### src/rtl/ppfd_pkg.sv
package ppfd_pkg;

  typedef enum logic [1:0] {
    PM_NORMAL = 2'd0,
    PM_FD1    = 2'd1,
    PM_FD2    = 2'd2
  } pmode_e;

  localparam logic [1:0] CFG_FD1 = 2'b01;
  localparam logic [1:0] CFG_FD2 = 2'b10;

  localparam logic [1:0] RA_DATA = 2'd0;
  localparam logic [1:0] RA_STAT = 2'd1;
  localparam logic [1:0] RA_CTRL = 2'd2;

  // Unplugged-cable images returned in floppy mode
  localparam logic [7:0] RB_STAT_IDLE = 8'h48;
  localparam logic [7:0] RB_CTRL_IDLE = 8'h04;

  // Number of floppy outputs owned by the second drive pair position
  localparam int DRV0_LINES = 2;

endpackage

### src/rtl/ppfd_mode_dec.sv
module ppfd_mode_dec
  import ppfd_pkg::*;
(
  input  logic       clk,
  input  logic       rst_n,
  input  logic [1:0] cfg_mode,
  input  logic       ovr_en,
  input  logic       ovr_fd,
  output pmode_e     mode_q
);

  pmode_e mode_d;
  logic   upd_en;

  always_comb begin
    if (ovr_en) begin
      mode_d = ovr_fd ? PM_FD2 : PM_NORMAL;
    end else begin
      case (cfg_mode)
        CFG_FD1: mode_d = PM_FD1;
        CFG_FD2: mode_d = PM_FD2;
        default: mode_d = PM_NORMAL;
      endcase
    end
    upd_en = (mode_d != mode_q);
  end

  always_ff @(posedge clk or negedge rst_n) begin
    if (!rst_n) begin
      mode_q <= PM_NORMAL;
    end else if (upd_en) begin
      mode_q <= mode_d;
    end
  end

endmodule

### src/rtl/ppfd_readback.sv
module ppfd_readback
  import ppfd_pkg::*;
#(
  parameter int DW = 8,
  parameter int CW = 4,
  parameter int SW = 5
) (
  input  logic          clk,
  input  logic          rst_n,
  input  pmode_e        mode,
  input  logic [1:0]    addr,
  input  logic          wr,
  input  logic [DW-1:0] wdata,
  input  logic [DW-1:0] din,
  input  logic [CW-1:0] ctl_in,
  input  logic [SW-1:0] st_in,
  output logic [DW-1:0] rdata
);

  localparam int STAT_PAD = DW - SW;
  localparam int CTRL_PAD = DW - CW;

  logic [DW-1:0] hold_q;
  logic [DW-1:0] hold_d;
  logic          hold_en;
  logic          fd_act;

  always_comb begin
    hold_en = wr && (addr == RA_DATA);
    hold_d  = wdata;
    fd_act  = (mode != PM_NORMAL);
  end

  always_ff @(posedge clk or negedge rst_n) begin
    if (!rst_n) begin
      hold_q <= '0;
    end else if (hold_en) begin
      hold_q <= hold_d;
    end
  end

  always_comb begin
    case (addr)
      RA_DATA: rdata = fd_act ? hold_q : din;
      RA_STAT: rdata = fd_act ? RB_STAT_IDLE[DW-1:0] : {st_in, {STAT_PAD{1'b0}}};
      RA_CTRL: rdata = fd_act ? RB_CTRL_IDLE[DW-1:0] : {{CTRL_PAD{1'b0}}, ctl_in};
      default: rdata = '0;
    endcase
  end

endmodule

### src/rtl/ppfd_pin_route.sv
module ppfd_pin_route
  import ppfd_pkg::*;
#(
  parameter int NPIN = 12,
  parameter int NFO  = 10,
  parameter int NFI  = 5
) (
  input  pmode_e          mode,
  input  logic            pwr_on,
  input  logic [NPIN-1:0] par_out,
  input  logic [NPIN-1:0] par_oe,
  input  logic [NFO-1:0]  fd_out,
  input  logic [NFI-1:0]  ded_in,
  input  logic [NFI-1:0]  st_in,
  output logic [NPIN-1:0] port_out,
  output logic [NPIN-1:0] port_oe,
  output logic [NFO-1:0]  ded_out,
  output logic [NFO-1:0]  ded_oe,
  output logic [NFI-1:0]  fd_in
);

  localparam int FD1_CNT = NFO - DRV0_LINES;

  logic is_norm;
  logic is_fd1;
  logic is_fd2;

  always_comb begin
    is_norm = (mode == PM_NORMAL);
    is_fd1  = (mode == PM_FD1);
    is_fd2  = (mode == PM_FD2);
  end

  for (genvar i = 0; i < NPIN; i++) begin : g_port
    logic fd_val;
    logic fd_en;
    if (i < FD1_CNT) begin : g_shared
      always_comb begin
        fd_val = fd_out[i];
        fd_en  = 1'b1;
      end
    end else if (i < NFO) begin : g_drv0
      always_comb begin
        fd_val = fd_out[i];
        fd_en  = is_fd2;
      end
    end else begin : g_idle
      always_comb begin
        fd_val = 1'b0;
        fd_en  = 1'b0;
      end
    end
    always_comb begin
      port_out[i] = is_norm ? par_out[i] : fd_val;
      port_oe[i]  = is_norm ? (par_oe[i] & pwr_on) : fd_en;
    end
  end

  for (genvar j = 0; j < NFO; j++) begin : g_ded
    always_comb begin
      ded_out[j] = fd_out[j];
      if (j < FD1_CNT) begin
        ded_oe[j] = is_norm;
      end else begin
        ded_oe[j] = is_norm | is_fd1;
      end
    end
  end

  always_comb begin
    fd_in = is_norm ? ded_in : st_in;
  end

endmodule

### src/rtl/ppfd_pinmux.sv
module ppfd_pinmux
  import ppfd_pkg::*;
#(
  parameter int DW  = 8,
  parameter int CW  = 4,
  parameter int SW  = 5,
  parameter int NFO = 10,
  localparam int NPIN = DW + CW
) (
  input  logic            clk,
  input  logic            rst_n,
  input  logic [1:0]      cfg_mode,
  input  logic            ovr_en,
  input  logic            ovr_fd,
  input  logic            pwr_on,
  input  logic [NPIN-1:0] par_out,
  input  logic [NPIN-1:0] par_oe,
  output logic [NPIN-1:0] port_out,
  output logic [NPIN-1:0] port_oe,
  input  logic [DW-1:0]   port_din,
  input  logic [CW-1:0]   port_ctl_in,
  input  logic [SW-1:0]   port_st_in,
  input  logic [NFO-1:0]  fd_out,
  output logic [SW-1:0]   fd_in,
  output logic [NFO-1:0]  ded_out,
  output logic [NFO-1:0]  ded_oe,
  input  logic [SW-1:0]   ded_in,
  input  logic [1:0]      reg_addr,
  input  logic            reg_wr,
  input  logic [DW-1:0]   reg_wdata,
  output logic [DW-1:0]   reg_rdata,
  output logic [1:0]      active_mode
);

  pmode_e mode;

  ppfd_mode_dec u_mode (
    .clk      (clk),
    .rst_n    (rst_n),
    .cfg_mode (cfg_mode),
    .ovr_en   (ovr_en),
    .ovr_fd   (ovr_fd),
    .mode_q   (mode)
  );

  ppfd_readback #(.DW(DW), .CW(CW), .SW(SW)) u_rb (
    .clk    (clk),
    .rst_n  (rst_n),
    .mode   (mode),
    .addr   (reg_addr),
    .wr     (reg_wr),
    .wdata  (reg_wdata),
    .din    (port_din),
    .ctl_in (port_ctl_in),
    .st_in  (port_st_in),
    .rdata  (reg_rdata)
  );

  ppfd_pin_route #(.NPIN(NPIN), .NFO(NFO), .NFI(SW)) u_route (
    .mode     (mode),
    .pwr_on   (pwr_on),
    .par_out  (par_out),
    .par_oe   (par_oe),
    .fd_out   (fd_out),
    .ded_in   (ded_in),
    .st_in    (port_st_in),
    .port_out (port_out),
    .port_oe  (port_oe),
    .ded_out  (ded_out),
    .ded_oe   (ded_oe),
    .fd_in    (fd_in)
  );

  assign active_mode = mode;

endmodule

### config.mk
export PLATFORM = sky130hd
export DESIGN_NAME = ppfd_pinmux
export DESIGN_NICKNAME = d
export VERILOG_FILES = /design/src/rtl/ppfd_pkg.sv /design/src/rtl/ppfd_mode_dec.sv /design/src/rtl/ppfd_readback.sv /design/src/rtl/ppfd_pin_route.sv /design/src/rtl/ppfd_pinmux.sv
export SDC_FILE = /design/constraint.sdc
export NUM_CORES = 1
export LEC_CHECK = 0
export BUFFER_PORTS_ARGS = -buffer_cell sky130_fd_sc_hd__buf_2
export CAP_MARGIN = 20
export CORE_MARGIN = 10
export CORE_UTILIZATION = 33
export DETAILED_ROUTE_END_ITERATION = 8
export GPL_TIMING_DRIVEN = 0
export PLACE_DENSITY = 0.82
export SETUP_SLACK_MARGIN = 0.05
export SLEW_MARGIN = 20
export SYNTH_ARGS = -nofsm -noshare
export SYNTH_HDL_FRONTEND = slang
export SYNTH_SLANG_ARGS = --single-unit
### constraint.sdc
create_clock -name clk -period 1.4 [get_ports clk]
set_input_delay 0 -clock clk [delete_from_list [all_inputs] [get_ports clk]]
set_output_delay 0 -clock clk [all_outputs]
set_load 0.03 [all_outputs]
Yosys cells after proc, flatten, opt, wreduce, memory -nomap -nowiden

Cells that the tools add are included.
Widths: inputs -> output; s select.

Add/subtract/negate cells: 0
Multiply operators: 0
Divide/modulo/power cells: 0
Order comparisons: 0
Equal/unequal tests: 7
Shifts and indexed selects: 0
Multiplexer cells: 32
Bitwise gates (word level): 13
Reductions and logical operators: 4

Operator list:

| kind               | number |
|---|---|
| $mux 1             | 24 |
| $pmux 8 s3         | 1 |
| $mux 8             | 2 |
| $and 1x1->1        | 12 |
| $eq 2x1->1 const B | 3 |
| $eq 2x2->1 const B | 3 |
| $mux 5             | 1 |
| $logic_not 2->1    | 2 |
| $mux 2             | 2 |
| $mux 4             | 1 |
| $pmux 2 s2         | 1 |
| $ne 2x2->1         | 1 |
| $reduce_bool 2->1  | 1 |
| $logic_and 1x1->1  | 1 |
| $or 1x1->1         | 1 |

Register bits: 10
Latch bits: 0
Bits in writable memories: 0
Bits in read-only memories: 0
Input port bits: 74
Output and inout bits: 59
Word-level logic and storage cells: 58
Memories: 0

Logic depth before layout (Yosys ltp)

Depth after elaboration: 4
Gate-level depth with buffers: 6
Mapped depth without buffers: 4

Hierarchy

From an unflattened synthesis, not the netlist that was laid out.

Cells, all modules: 127
Area, all modules: 1137.3 sq um

Modules (own cells, without submodules):

| module         | times used | cells each | area an instance (sq um) | sequential area each (sq um) |
|---|---|---|---|---|
| ppfd_readback  | 1          | 58         | 574.3                    | 200.2 |
| ppfd_pin_route | 1          | 63         | 486.7                    | 0.0 |
| ppfd_mode_dec  | 1          | 6          | 76.3                     | 50.0 |

Least setup slack after synthesis

Ideal clock, no wire load.

Path type: register to output
From: reg u_mode.mode_q[1]
To: out reg_rdata[6]
Data arrival time: 1754 ps
Data required time: 1400 ps
Slack: -354 ps
Cell stages (with the launch flop): 5
Buffers on the path: 0
Path through: dfrtp_1 > or2_4 > clkinv_2 > a211oi_1 > a211oi_1

Longest elaborated chain between the ends: 3
Elaborated cells on any way between the ends: 4
Those cells by class: mux: 3; reduce/logical: 1

Ends and longest elaborated chain:

| what                             | RTL line                                 | RTL |
|---|---|---|
| start: declaration               | ppfd_mode_dec.sv:9                       | `output pmode_e mode_q` |
| start signal: assignment         | ppfd_mode_dec.sv:32                      | `mode_q <= mode_d;` |
| $reduce_bool 2->1 (*)            | ppfd_readback.sv:31                      | `fd_act = (mode != PM_NORMAL);` |
| $mux 8, on equally long branches | ppfd_readback.sv:45, ppfd_readback.sv:44 |  |
| $pmux 8 s3 (*)                   | ppfd_readback.sv:43                      | `case (addr)` |
| end: declaration                 | ppfd_pinmux.sv:31                        | `output logic [DW-1:0] reg_rdata,` |

Mark *: on every way between the ends. The rest lies on a longest branch, timed or not.

Worst setup path after layout

From: reg u_mode.mode_q[1]
To: out reg_rdata[7]

The elaborated chain is that of the path after synthesis.

==> flow_summary.html <==
<table>
<tr><th>Metric</th><th>Value</th></tr>
<tr><th colspan="2">Logic synthesis</th></tr>
<tr><td>Adder-cell area share of the yosys netlist</td><td>0%</td></tr>
<tr><td>Top flip-flop cell by instance count after synthesis</td><td>sky130_fd_sc_hd__dfrtp_1</td></tr>
<tr><td>Count of flip-flops with a built-in enable after synthesis</td><td>0</td></tr>
<tr><td>Yosys cell types</td><td>31</td></tr>
<tr><td>Cell area after synthesis</td><td>0.00112 mm^2</td></tr>
<tr><td>Dominant cell by count in the synthesized netlist</td><td>sky130_fd_sc_hd__nand2_1</td></tr>
<tr><td>Warning count from the yosys run</td><td>0</td></tr>
<tr><td>Xor and xnor area share after synthesis</td><td>0%</td></tr>
<tr><td>Top post-synthesis cells by count</td><td>sky130_fd_sc_hd__nand2_1 (64), sky130_fd_sc_hd__buf_4 (20), sky130_fd_sc_hd__dfrtp_1 (10)</td></tr>
<tr><td>Proportion of synthesized chip area in sequential cells</td><td>22.4%</td></tr>
<tr><td>Mapped Cells</td><td>158</td></tr>
<tr><td>Share of flip-flops with an asynchronous set or reset</td><td>100%</td></tr>
<tr><td>Area share of the largest cell type after synthesis</td><td>22.4%</td></tr>
<tr><td>Net Count, Synth</td><td>232</td></tr>
<tr><td>Share of synthesized cell area in and, or, nand and nor gates</td><td>37.4%</td></tr>
<tr><td>Main area contributors after synthesis</td><td>sky130_fd_sc_hd__dfrtp_1 (22%), sky130_fd_sc_hd__nand2_1 (22%), sky130_fd_sc_hd__buf_4 (13%), sky130_fd_sc_hd__mux2_1 (5.0%), sky130_fd_sc_hd__mux2_2 (5.0%)</td></tr>
<tr><td>Dominant cell type by area after synthesis</td><td>sky130_fd_sc_hd__dfrtp_1</td></tr>
<tr><td>Dominant combinational cell family by area after synthesis</td><td>simple AND/OR/NAND/NOR gates</td></tr>
<tr><td>Total of flip-flops plus latches after synthesis</td><td>10</td></tr>
<tr><td>Compound-cell area share of the yosys netlist</td><td>8.30%</td></tr>
<tr><td>Multiplexer area fraction after synthesis</td><td>11.9%</td></tr>
<tr><td>Syn_area_per_cell</td><td>7.06 um^2</td></tr>
<tr><th colspan="2">Final layout</th></tr>
<tr><td>Area of all placed cells without fillers</td><td>0.00242 mm^2</td></tr>
<tr><td>Signed area change from the synthesized netlist to the final layout</td><td>117%</td></tr>
<tr><td>Share of layout cells above drive strength 1</td><td>62.1%</td></tr>
<tr><td>Total of fill cells in the finished design</td><td>264</td></tr>
<tr><td>Net count reported at finish</td><td>389</td></tr>
<tr><td>Number of antenna repair diodes</td><td>0</td></tr>
<tr><th colspan="2">Clock tree</th></tr>
<tr><td>Clock latency reported for the late side of the worst-skew pair</td><td>260 ps</td></tr>
<tr><td>Clock tree from TritonCTS</td><td>built</td></tr>
<tr><td>Depth of the CTS H-tree</td><td>1</td></tr>
<tr><td>Clock transition time at the flip-flop clock pins of the worst setup and hold paths</td><td>60 ps</td></tr>
<tr><td>Maximum count of clock buffers along a single path</td><td>2</td></tr>
<tr><td>Cell at the root of the clock tree</td><td>sky130_fd_sc_hd__clkbuf_4</td></tr>
<tr><td>Number of buffers added by the clock tree synthesis step</td><td>3</td></tr>
<tr><td>Num Clock Sinks</td><td>10</td></tr>
<tr><th colspan="2">Pwr</th></tr>
<tr><td>Max rail drop VDD</td><td>580 uV</td></tr>
<tr><td>Cell leakage power</td><td>1.31 nW</td></tr>
<tr><td>Power per unit of standard cell area</td><td>730 mW/mm^2</td></tr>
<tr><th colspan="2">Timing</th></tr>
<tr><td>Share of the clock period used by the worst path</td><td>114%</td></tr>
<tr><td>Setup Viol. Count Final</td><td>43</td></tr>
<tr><td>Final worst slack</td><td>-197 ps</td></tr>
<tr><td>Worst rel slew slack</td><td>73.3%</td></tr>
<tr><td>Max-slew violations</td><td>0</td></tr>
<tr><td>Final critical path time including I/O delays and setup</td><td>1600 ps</td></tr>
<tr><td>Final count of hold timing violations</td><td>0</td></tr>
<tr><td>Transition at the pin with the smallest max-transition slack</td><td>401 ps</td></tr>
<tr><td>Max Fclk</td><td>626 MHz</td></tr>
<tr><td>Final Skew</td><td>0 ps</td></tr>
<tr><td>RSZ-0062 raised after global routing</td><td>true</td></tr>
<tr><th colspan="2">Global route</th></tr>
<tr><td>Remaining global-route overflow</td><td>0</td></tr>
<tr><td>Via count of the first global-routing pass</td><td>1655</td></tr>
<tr><td>Number of antenna violations at the first check in global routing</td><td>0</td></tr>
<tr><td>Global-route wire length before repair</td><td>7840 um</td></tr>
<tr><td>Largest net degree at the start of global routing</td><td>18</td></tr>
<tr><td>Overall Global Routing Usage</td><td>15.1%</td></tr>
<tr><th colspan="2">Worst setup path</th></tr>
<tr><td>Critical-path cell list</td><td>or2_4, clkinv_4, buf_12, nand3b_1, a31oi_4, buf_6</td></tr>
<tr><td>Longest individual stage delay on the worst path</td><td>400 ps</td></tr>
<tr><td>Data required, critical path</td><td>1400 ps</td></tr>
<tr><td>Critical Path Fanout Max</td><td>10</td></tr>
<tr><td>CP bufs+invs</td><td>3</td></tr>
<tr><td>Worst Setup Start Kind</td><td>flop</td></tr>
<tr><td>CP Class</td><td>flop to primary output</td></tr>
<tr><td>Element type at the critical path end</td><td>primary output</td></tr>
<tr><td>Cell family with the largest share of critical-path delay</td><td>flip-flops</td></tr>
<tr><td>CP Launch Point</td><td>u_mode.mode_q[1]</td></tr>
<tr><td>CP max-delay cell</td><td>sky130_fd_sc_hd__dfrtp_2</td></tr>
<tr><td>Origin of the critical flop-to-flop path</td><td>u_rb.hold_q[1]</td></tr>
<tr><td>Worst EP arrival</td><td>1600 ps</td></tr>
<tr><th colspan="2">Detailed routing</th></tr>
<tr><td>DR WL/cell</td><td>14.7 um</td></tr>
<tr><td>Wire length after detailed routing</td><td>5270 um</td></tr>
<tr><td>Number of remaining DRC errors</td><td>0</td></tr>
<tr><td>Starting DRC count in detailed routing</td><td>37</td></tr>
<tr><td>Antenna viol nets, final</td><td>0</td></tr>
<tr><td>Number of optimization iterations in the first detailed-route pass</td><td>4</td></tr>
<tr><td>Vias per cell</td><td>4.45</td></tr>
<tr><td>Total number of vias</td><td>1603</td></tr>
<tr><th colspan="2">Placement</th></tr>
<tr><td>Detailed placement HPWL</td><td>4050 um</td></tr>
<tr><td>Number of buffers inserted by port buffering</td><td>132</td></tr>
<tr><td>Gp weighted congestion</td><td>0.815</td></tr>
<tr><td>Placed standard-cell area</td><td>0.00193 mm^2</td></tr>
<tr><td>Minimum setup slack after placement</td><td>-32.7 ps</td></tr>
<tr><th colspan="2">Floorplan</th></tr>
<tr><td>Die height</td><td>78.2 um</td></tr>
<tr><td>Area of the core region</td><td>0.00331 mm^2</td></tr>
<tr><td>Area of the die</td><td>0.00611 mm^2</td></tr>
<tr><td>Top-Level Pins</td><td>133</td></tr>
<tr><td>FP Rows</td><td>21</td></tr>
<tr><td>Width of the die</td><td>78.2 um</td></tr>
<tr><td>Starting utilization of the core area</td><td>33.7%</td></tr>
<tr><th colspan="2">Min path</th></tr>
<tr><td>Worst min path class</td><td>input port to flop</td></tr>
<tr><td>Beginning of the worst hold path</td><td>cfg_mode[0]</td></tr>
<tr><th colspan="2">Run status</th></tr>
<tr><td>Violated checks</td><td>negative setup slack</td></tr>
<tr><td>Result of the run</td><td>finished, violations left</td></tr>
<tr><th colspan="2">Run</th></tr>
<tr><td>Max-cap violations</td><td>0</td></tr>
</table>
==> tightest hold or removal path: stages <==
cell and delay, ps:
sky130_fd_sc_hd__buf_2 90, sky130_fd_sc_hd__nand2b_1 90, sky130_fd_sc_hd__o21ai_0 60
==> state kept, by name (all words and copies together) (netlist names) <==
| register | count |
|---|---|
| u_mode.mode_q | 2 |
| u_rb.hold_q | 8 |
==> metrics by stage <==
step	hold slack (ps)	instances	util [%]	power [mW]	setup TNS [ps]
floorplan	-296	158	-	1.01	-2.71
global placement	-135	336	58.4	1.31	-55.6
detailed placement	-128	336	58.4	1.32	-92.2
CTS	16.9	359	69.9	1.72	-6710
global route	30.7	360	73.0	1.86	-7540
finish	25.1	360	73.0	1.76	-4950
==> path summary, 6_finish.rpt <==
check | endpoint | slack [ps] | cells past startpoint
setup reg to reg | u_rb.hold_q[1] | 610 | 1
hold reg to reg | u_rb.hold_q[6] | 480 | 1
min in group asynchronous | u_rb.hold_q[5] | 150 | 2
setup / recovery | reg_rdata[7] | -200 | 6
hold / removal | u_mode.mode_q[1] | 30 | 3
max in group asynchronous | u_mode.mode_q[0] | 1040 | 2
==> final cells by class <==
class                   count  area [um^2]  area share, %
plain buffers              28          228           9.42
well taps                  46         57.6           2.38
flip-flops and latches     10          253           10.5
inverters                   4         20.0          0.828
repair buffers            152         1060           43.8
clock buffers               4         36.3           1.50
multi-input cells         116          763           31.6
==> power by group <==
part,internal (mW),leakage [nW],switching (mW)
combinational,0.521,1.17,0.632
clock,0.158,0.0210,0.0904
sequential,0.337,0.118,0.0263
total,1.02,1.31,0.748
==> timing repair <==
action                     4_1_cts  5_1_grt
hold endpoints to repair        20        0
pin swaps                        6        4
buffers inserted                 5        1
resized for setup               56       25
setup endpoints to repair       43       43
hold buffers                    14        0
==> cell families (layout without fill, tap and decap cells) <==
family	count (synthesis)	after routing
AND/OR/NAND/NOR	90	90
AO/OA/AOI/OAI	14	14
multiplexers	12	12
flip-flops	10	10
buffers and inverters	32	188
==> metal layers <==
metal	global-route usage (%)	share of wire, %
met5	0	0
met4	3.23	0.80
met2	29.4	55
met1	15.2	36
met3	4.90	8.0
==> cell usage in the layout, fill, tap and decap left out, types with 3 or more instances in the layout <==
cell / synthesis / final
sky130_fd_sc_hd__a31oi_4: 0 / 3
sky130_fd_sc_hd__clkbuf_4: 0 / 3
sky130_fd_sc_hd__buf_2: 3 / 99
sky130_fd_sc_hd__dlygate4sd3_1: 0 / 14
sky130_fd_sc_hd__nand3_1: 5 / 3
sky130_fd_sc_hd__buf_4: 20 / 28
sky130_fd_sc_hd__mux2_1: 5 / 5
sky130_fd_sc_hd__nand3b_1: 6 / 6
sky130_fd_sc_hd__inv_1: 3 / 3
sky130_fd_sc_hd__nand2_1: 64 / 62
sky130_fd_sc_hd__nor2_1: 3 / 3
sky130_fd_sc_hd__buf_6: 3 / 35
sky130_fd_sc_hd__mux2_2: 5 / 5
sky130_fd_sc_hd__dfrtp_1: 10 / 8
Power figures use the tool's default switching activity.
